## src/rtl/tenure_pkg.sv

```systemverilog
// Shared constants and helpers for the bus tenure limiter.
// Assumes: transfer limit register is 8 bits wide by default.
package tenure_pkg;

    // Value loaded into the transfer limit on hard or soft reset.
    localparam int unsigned CNT_RESET_VAL = 16;

    // Width of the linear burst size code.
    localparam int unsigned LB_CODE_W = 3;

    // Effective transfer limit: a programmed zero means one transfer.
    function automatic logic [7:0] eff_limit8(input logic [7:0] lim);
        return (lim == 8'd0) ? 8'd1 : lim;
    endfunction

endpackage

```

## src/rtl/tl_limit_regs.sv

```systemverilog
// Holds the transfer-limit and time-limit registers.
// Writes land only while the engine is stopped; hard and soft reset
// reload the transfer limit, the time limit only clears on hard reset.
module tl_limit_regs #(
    parameter int unsigned CNT_W   = 8,
    parameter int unsigned TIME_W  = 16,
    parameter int unsigned CNT_RST = 16
) (
    input  logic              clk,
    input  logic              rst_n,
    input  logic              soft_rst_i,
    input  logic              stop_i,
    input  logic              cnt_wr_i,
    input  logic [CNT_W-1:0]  cnt_wr_data_i,
    input  logic              tim_wr_i,
    input  logic [TIME_W-1:0] tim_wr_data_i,
    output logic [CNT_W-1:0]  cnt_limit_o,
    output logic [TIME_W-1:0] time_limit_o
);
    localparam logic [CNT_W-1:0] CNT_RST_V = CNT_W'(CNT_RST);

    // Transfer limit register: reset value on either reset, else gated write.
    always_ff @(posedge clk) begin
        if (!rst_n || soft_rst_i) begin
            cnt_limit_o <= CNT_RST_V;
        end else if (stop_i && cnt_wr_i) begin
            cnt_limit_o <= cnt_wr_data_i;
        end
    end

    // Time limit register: cleared on hard reset, else gated write.
    always_ff @(posedge clk) begin
        if (!rst_n) begin
            time_limit_o <= '0;
        end else if (stop_i && tim_wr_i) begin
            time_limit_o <= tim_wr_data_i;
        end
    end

    AST_SOFT_RST_LOAD: assert property (@(posedge clk) disable iff (!rst_n)
        soft_rst_i |=> (cnt_limit_o == CNT_RST_V));
    AST_CNT_LIM_LOCKED: assert property (@(posedge clk) disable iff (!rst_n)
        (!stop_i && !soft_rst_i) |=> $stable(cnt_limit_o));
    AST_TIME_LIM_LOCKED: assert property (@(posedge clk) disable iff (!rst_n)
        !stop_i |=> $stable(time_limit_o));

endmodule

```

## src/rtl/tl_xfer_counter.sv

```systemverilog
// Counts FIFO data transfers within one bus tenure and flags when the
// programmed limit is reached. Descriptor transfers are not counted.
// Assumes: tenure_start_i is a single-cycle pulse per ownership period.
module tl_xfer_counter
    import tenure_pkg::*;
#(
    parameter int unsigned CNT_W = 8
) (
    input  logic             clk,
    input  logic             rst_n,
    input  logic             tenure_start_i,
    input  logic             xfer_i,
    input  logic             desc_i,
    input  logic [CNT_W-1:0] limit_i,
    input  logic             unlim_i,
    output logic             hit_o
);
    localparam logic [CNT_W-1:0] CNT_MAX = '1;
    localparam logic [CNT_W-1:0] ONE     = CNT_W'(1);

    logic [CNT_W-1:0] cnt_q;
    logic             data_xfer;
    logic [CNT_W-1:0] eff_lim;

    // A transfer is counted only outside descriptor phases.
    assign data_xfer = xfer_i && !desc_i;

    // Zero limit means one transfer.
    assign eff_lim = (limit_i == '0) ? ONE : limit_i;

    // Saturating transfer counter, restarted at each new tenure.
    always_ff @(posedge clk) begin
        if (!rst_n) begin
            cnt_q <= '0;
        end else if (tenure_start_i) begin
            cnt_q <= data_xfer ? ONE : '0;
        end else if (data_xfer && (cnt_q != CNT_MAX)) begin
            cnt_q <= cnt_q + ONE;
        end
    end

    // Limit reached flag, suppressed in unlimited mode.
    assign hit_o = !unlim_i && (cnt_q >= eff_lim);

    AST_DESC_NOT_COUNTED: assert property (@(posedge clk) disable iff (!rst_n)
        (desc_i && !tenure_start_i) |=> $stable(cnt_q));
    AST_CNT_CLEAR: assert property (@(posedge clk) disable iff (!rst_n)
        (tenure_start_i && !xfer_i) |=> (cnt_q == '0));
    AST_CNT_SINGLE_STEP: assert property (@(posedge clk) disable iff (!rst_n)
        !tenure_start_i |=> (cnt_q == $past(cnt_q)) || (cnt_q == $past(cnt_q) + ONE));

endmodule

```

## src/rtl/tl_time_budget.sv

```systemverilog
// Measures data-phase time within one tenure in ticks of TICK_DIV clocks
// and flags when the programmed time limit is reached.
// Assumes: TICK_DIV clocks equal one 0.1 us tick; time stops in descriptor phases.
module tl_time_budget #(
    parameter int unsigned TIME_W   = 16,
    parameter int unsigned TICK_DIV = 20
) (
    input  logic              clk,
    input  logic              rst_n,
    input  logic              tenure_start_i,
    input  logic              desc_i,
    input  logic              timer_en_i,
    input  logic [TIME_W-1:0] limit_i,
    output logic              hit_o
);
    localparam int unsigned PRE_W = (TICK_DIV > 1) ? $clog2(TICK_DIV) : 1;
    localparam logic [PRE_W-1:0]  PRE_LAST = PRE_W'(TICK_DIV - 1);
    localparam logic [TIME_W-1:0] T_MAX    = '1;

    logic [PRE_W-1:0]  pre_q;
    logic [TIME_W-1:0] elapsed_q;
    logic              tick;

    // One tick per TICK_DIV running clocks.
    assign tick = !desc_i && (pre_q == PRE_LAST);

    // Prescaler: restarts at tenure start, holds during descriptor phases.
    always_ff @(posedge clk) begin
        if (!rst_n || tenure_start_i) begin
            pre_q <= '0;
        end else if (!desc_i) begin
            pre_q <= tick ? '0 : pre_q + PRE_W'(1);
        end
    end

    // Elapsed tick count: restarts at tenure start, saturates at all ones.
    always_ff @(posedge clk) begin
        if (!rst_n || tenure_start_i) begin
            elapsed_q <= '0;
        end else if (tick && (elapsed_q != T_MAX)) begin
            elapsed_q <= elapsed_q + TIME_W'(1);
        end
    end

    // Budget spent flag, only when the timer is enabled.
    assign hit_o = timer_en_i && (elapsed_q >= limit_i);

    AST_TIME_CLEAR: assert property (@(posedge clk) disable iff (!rst_n)
        tenure_start_i |=> (elapsed_q == '0) && (pre_q == '0));
    AST_TIME_PAUSE: assert property (@(posedge clk) disable iff (!rst_n)
        (desc_i && !tenure_start_i) |=> $stable(elapsed_q) && $stable(pre_q));
    AST_PRE_RANGE: assert property (@(posedge clk) disable iff (!rst_n)
        pre_q <= PRE_LAST);

endmodule

```

## src/rtl/tl_burst_align.sv

```systemverilog
// Decides whether the next transfer address is a legal burst start.
// With bursting off every address is legal; with it on the address must be
// aligned to BUS_BYTES times 2^size bytes.
module tl_burst_align #(
    parameter int unsigned ADDR_W    = 32,
    parameter int unsigned BUS_BYTES = 4,
    parameter int unsigned CODE_W    = 3
) (
    input  logic              lb_en_i,
    input  logic [CODE_W-1:0] lb_size_i,
    input  logic [ADDR_W-1:0] addr_i,
    output logic              ok_o
);
    localparam int unsigned BUS_SH = (BUS_BYTES > 1) ? $clog2(BUS_BYTES) : 0;

    logic [ADDR_W-1:0] must_be_zero;

    // Per address bit: does the current burst length demand it be zero.
    for (genvar b = 0; b < ADDR_W; b++) begin : g_bit
        assign must_be_zero[b] = lb_en_i &&
            (b < (int'(BUS_SH) + int'(lb_size_i)));
    end

    // Legal start when no demanded bit is set.
    assign ok_o = ((addr_i & must_be_zero) == '0);

endmodule

```

## src/rtl/tenure_limiter.sv

```systemverilog
// Top of the bus tenure limiter: combines the transfer-count and time
// budgets and raises a release request, deferred to a burst boundary in
// linear burst mode and held off during descriptor traffic.
// Assumes: addr_i is the address of the next transfer the engine would issue.
module tenure_limiter
    import tenure_pkg::*;
#(
    parameter int unsigned ADDR_W    = 32,
    parameter int unsigned BUS_BYTES = 4,
    parameter int unsigned CNT_W     = 8,
    parameter int unsigned TIME_W    = 16,
    parameter int unsigned TICK_DIV  = 20
) (
    input  logic              clk,
    input  logic              rst_n,
    input  logic              soft_rst_i,
    input  logic              stop_i,
    input  logic              cnt_wr_i,
    input  logic [CNT_W-1:0]  cnt_wr_data_i,
    input  logic              tim_wr_i,
    input  logic [TIME_W-1:0] tim_wr_data_i,
    input  logic              unlim_i,
    input  logic              timer_en_i,
    input  logic              lb_en_i,
    input  logic [2:0]        lb_size_i,
    input  logic              tenure_start_i,
    input  logic              xfer_i,
    input  logic              desc_i,
    input  logic [ADDR_W-1:0] addr_i,
    output logic              release_o
);
    logic [CNT_W-1:0]  cnt_limit;
    logic [TIME_W-1:0] time_limit;
    logic              cnt_hit;
    logic              time_hit;
    logic              align_ok;
    logic              spent;

    tl_limit_regs #(
        .CNT_W   (CNT_W),
        .TIME_W  (TIME_W),
        .CNT_RST (CNT_RESET_VAL)
    ) regs_i (
        .clk           (clk),
        .rst_n         (rst_n),
        .soft_rst_i    (soft_rst_i),
        .stop_i        (stop_i),
        .cnt_wr_i      (cnt_wr_i),
        .cnt_wr_data_i (cnt_wr_data_i),
        .tim_wr_i      (tim_wr_i),
        .tim_wr_data_i (tim_wr_data_i),
        .cnt_limit_o   (cnt_limit),
        .time_limit_o  (time_limit)
    );

    tl_xfer_counter #(
        .CNT_W (CNT_W)
    ) cnt_i (
        .clk            (clk),
        .rst_n          (rst_n),
        .tenure_start_i (tenure_start_i),
        .xfer_i         (xfer_i),
        .desc_i         (desc_i),
        .limit_i        (cnt_limit),
        .unlim_i        (unlim_i),
        .hit_o          (cnt_hit)
    );

    tl_time_budget #(
        .TIME_W   (TIME_W),
        .TICK_DIV (TICK_DIV)
    ) tim_i (
        .clk            (clk),
        .rst_n          (rst_n),
        .tenure_start_i (tenure_start_i),
        .desc_i         (desc_i),
        .timer_en_i     (timer_en_i),
        .limit_i        (time_limit),
        .hit_o          (time_hit)
    );

    tl_burst_align #(
        .ADDR_W    (ADDR_W),
        .BUS_BYTES (BUS_BYTES),
        .CODE_W    (LB_CODE_W)
    ) align_i (
        .lb_en_i   (lb_en_i),
        .lb_size_i (lb_size_i),
        .addr_i    (addr_i),
        .ok_o      (align_ok)
    );

    // Either budget exhausted.
    assign spent = cnt_hit || time_hit;

    // Release only outside descriptor traffic and at a legal burst start.
    assign release_o = spent && !desc_i && align_ok;

    AST_DESC_NO_RELEASE: assert property (@(posedge clk) disable iff (!rst_n)
        desc_i |-> !release_o);
    AST_RELEASE_HOLDS: assert property (@(posedge clk) disable iff (!rst_n)
        (release_o && !tenure_start_i && !stop_i && !soft_rst_i) |=>
            (spent || $changed(unlim_i) || $changed(timer_en_i)));

endmodule

```

## config.mk

```make
export PLATFORM = sky130hd
export DESIGN_NAME = tenure_limiter
export DESIGN_NICKNAME = d
export VERILOG_FILES = /design/src/rtl/tenure_pkg.sv /design/src/rtl/tl_limit_regs.sv /design/src/rtl/tl_xfer_counter.sv /design/src/rtl/tl_time_budget.sv /design/src/rtl/tl_burst_align.sv /design/src/rtl/tenure_limiter.sv
export SDC_FILE = /design/constraint.sdc
export NUM_CORES = 1
export LEC_CHECK = 0
export ABC_CLOCK_PERIOD_IN_PS = 2900
export BUFFER_PORTS_ARGS = -buffer_cell sky130_fd_sc_hd__buf_2
export CORE_ASPECT_RATIO = 1.1
export CORE_MARGIN = 2
export CORE_UTILIZATION = 54
export CTS_CLUSTER_DIAMETER = 120
export DETAILED_ROUTE_END_ITERATION = 7
export GPL_TIMING_DRIVEN = 0
export PLACE_DENSITY = 0.78
export SLEW_MARGIN = 20
export SYNTH_ARGS = -nofsm -noshare
export SYNTH_HDL_FRONTEND = slang
export SYNTH_SLANG_ARGS = --single-unit
export TNS_END_PERCENT = 1
```

## constraint.sdc

```tcl
create_clock -name clk -period 2.9 [get_ports clk]
set_clock_uncertainty 0.2 [all_clocks]
set_input_delay 0 -clock clk [delete_from_list [all_inputs] [get_ports clk]]
set_output_delay 0 -clock clk [all_outputs]
set_load 0.01 [all_outputs]
```

==> results.py <==
metrics = {
    "synth": {
        "synth_cell_type_count": 47,
        "synthArstFlopShare_pct": 0,
        "syn_area_mm2": 0.00310,
        "yosysTopAreaCell": "dfxtp_1",
        "synth_edf_count": 0,
        "syn_inst": 387,
        "ys_ff_latch": 53,
        "ys.flop_type": "dfxtp_1",
        "syn_avg_cell_area_um2": 8.02,
        "synth_top_area_share_pct": 34.2,
        "synth_area_leaders": "dfxtp_1 (34%), ha_1 (13%), nand2_1 (7.1%)",
        "synth_fp_nets": 490,
        "synth_warnings": 0,
        "yosysSeqAreaShare_pct": 34.2,
    },
    "critical_path": {
        "cp-start-kind": "flip-flop",
        "worstSetupEndpointType": "output port",
        "path_class": "flip-flop to output port",
        "critPathArrivalTime_ps": 2490,
        "cp_top_family": "compound AO/OA/AOI/OAI gates",
        "worst-path-max-fanout": 3,
        "required_ps": 2700,
        "worst_path_largest_cell_delay_ps": 400,
        "path_buf_inv": 1,
        "crit_chain": "nor4_1, a41o_1, ha_1, nand2b_1, a21oi_1, nor2b_1, o31ai_1, a41oi_1, buf_2",
        "critPathSlowestCell": "nor4_1",
    },
    "detailed_routing": {
        "drtPass1Iterations": 4,
        "vias_per_cell": 5.35,
        "drtIter0Drc": 106,
        "totalWireLength_mm": 7.45,
        "wl_per_cell_um": 13.2,
        "antenna_left": 0,
        "drc_errors": 0,
        "dr_total_vias": 3020,
    },
    "run": {
        "maxCapViolations": 0,
    },
    "power_and_ir_drop": {
        "leakage_nw": 1.59,
        "power_w": 0.00135,
        "sw_frac_of_total_pct": 24.5,
        "ir_worst_vdd_v": 0.000295,
        "share_comb_of_total_power_pct": 14.6,
        "switching_power_w": 0.000330,
        "clkPwrFrac_pct": 29.7,
        "powerDensity_mw_per_mm2": 341,
        "seq_power_share_pct": 55.7,
        "cell_internal_pwr_w": 0.00102,
    },
    "clock_network": {
        "cts_tree": "built",
        "root_buffer": "clkbuf_8",
        "cts_sinks": 53,
        "cts_made_buffers": 5,
        "cts.clk_slew.worst_paths_ps": 90,
        "cts_buffer_depth": 2,
        "htreeDepth": 2,
        "ctsResizeCount": 0,
        "clk_latency_ps": 300,
    },
    "grt": {
        "antenna_found_initial": 0,
        "grt_pass1_vias": 2855,
        "grt_usage_pct": 23.6,
        "overflow": 0,
        "grt_start_max_net_pins": 15,
        "grt_pass1_wl_mm": 12.3,
    },
    "sta": {
        "rsz0062_at_grt": "false",
        "worst-slew-pin-transition_ps": 785,
        "slew_violations": 0,
        "min_period_ps": 2690,
        "max_freq_mhz": 372,
        "final-setup-viol-count": 0,
        "slew_headroom_pct": 47.3,
        "tns_ps": 0,
        "whs_ps": 30.6,
        "period_share_pct": 92.8,
        "hold_viol_final": 0,
    },
    "floorplan": {
        "start_util_pct": 56.8,
        "die_h_um": 83.5,
        "dieArea_mm2": 0.00637,
        "design.core.area_mm2": 0.00547,
        "die_x_um": 76.3,
        "ios": 72,
        "row_count": 28,
    },
    "cells_and_area": {
        "drive_gt1_share_pct": 13.3,
        "mostFrequentLayoutCell": "nand2_1",
        "diodes": 0,
        "ff_latch_area_mm2": 0.00106,
        "multi_input_area_mm2": 0.00184,
        "most-common-layout-cells": "nand2_1 (59), dfxtp_1 (53), buf_2 (52), dlygate4sd3_1 (42), inv_1 (35)",
        "nets": 591,
        "syn_to_final_growth_pct": 27.5,
        "stdcell_count": 564,
        "fill_cells": 440,
    },
    "placed_design": {
        "dp.cells": 514,
        "gp_congestion": 0.825,
        "hpwlAfterDp_mm": 5.12,
        "portBuffers": 52,
    },
    "status": {
        "status": "complete, no violations",
    },
    "worst_hold_path": {
        "holdCritPathClass": "primary input to flip-flop",
    },
}
## final cells by class
| type | count | share of cell area [%] |
|---|---|---|
| Sequential cell | 53 | 26.8 |
| Clock buffer | 8 | 2.02 |
| Buffer | 12 | 1.77 |
| Multi-Input combinational cell | 287 | 46.5 |
| Tap cell | 75 | 2.37 |
| Timing Repair Buffer | 94 | 17.2 |
| Inverter | 35 | 3.32 |
## power groups by stage
stage	Combinational [W]	Clock (W)	Sequential [W]
final	0.000197	0.000401	0.000752
after global routing	0.000220	0.000443	0.000753
after CTS	0.000192	0.000410	0.000751
after detailed placement	0.000152	0	0.000769
after global placement	0.000147	0	0.000768
after floorplan	0.0000896	0	0.000766
## metrics by stage
stage	area (µm²)	setup slack [ps]	utilization (%)
floorplan	3100	617	-
global placement	3460	503	63.3
detailed placement	3460	453	63.3
CTS	3960	232	72.4
global route	3960	10.3	72.4
finish	3960	209	72.4
## synthesized netlist by cell type, types with 2 or more instances
cell type,n
and2_1,2
mux2i_1,3
dfxtp_1,53
o31ai_1,3
clkbuf_1,8
nand4_1,7
nand2_1,59
ha_1,32
o2111ai_1,2
nor4_1,7
nand3_1,16
buf_6,2
xor2_1,5
nand2b_1,4
xnor2_1,10
a21oi_1,31
nor3_1,12
nor2_1,22
nor2b_1,3
o21ai_0,17
a41oi_1,2
a31oi_1,2
o211a_1,2
a211o_1,3
inv_1,35
a21boi_0,17
or3_1,8
## registers in the layout (all words and copies together) (netlist names)
signal               cells
regs_i.time_limit_o     16
tim_i.elapsed_q         16
cnt_i.cnt_q              8
regs_i.cnt_limit_o       8
tim_i.pre_q              5
## worst reg2reg max path, stage by stage, from the launching register on
cell	delay, ps
dfxtp_1	410
ha_1	220
nand2_1	90
o311ai_2	670
xnor2_1	130
o211a_1	230
dlygate4sd3_1	550
## final timing paths
| kind | from | to | slack, ps | cells after the start |
|---|---|---|---|---|
| worst max register to register | cnt_i.cnt_q[0] | cnt_i.cnt_q[0] | 300 | 6 |
| worst max-delay path | regs_i.cnt_limit_o[2] | release_o | 210 | 9 |
| worst min register to register | regs_i.cnt_limit_o[6] | regs_i.cnt_limit_o[6] | 270 | 2 |
| worst min-delay path | xfer_i | cnt_i.cnt_q[1] | 30 | 4 |
## repair_timing
action,CTS,global route
hold buffers,42,0
buffers inserted,0,0
endpoints found under the hold margin,34,0
## layer usage
metal	part of all wire [%]	global-route usage, %	wire (µm)
met1	42	25.9	3110
met2	53	45.3	3980
met3	3.2	3.68	236
met4	1.7	8.60	128
met5	0	0	0
## cells by family after synthesis
group | count (synthesis) | synth area share (%)
AOI/OAI and AO/OA | 89 | 18.5
xor gates and xnor gates | 15 | 4.23
adders and majority gates | 32 | 12.9
buffers and inverters | 47 | 6.49
DFF | 53 | 34.2
muxes | 3 | 0.967
and+or+nand+nor | 148 | 22.7
Power figures use the tool's default switching activity.
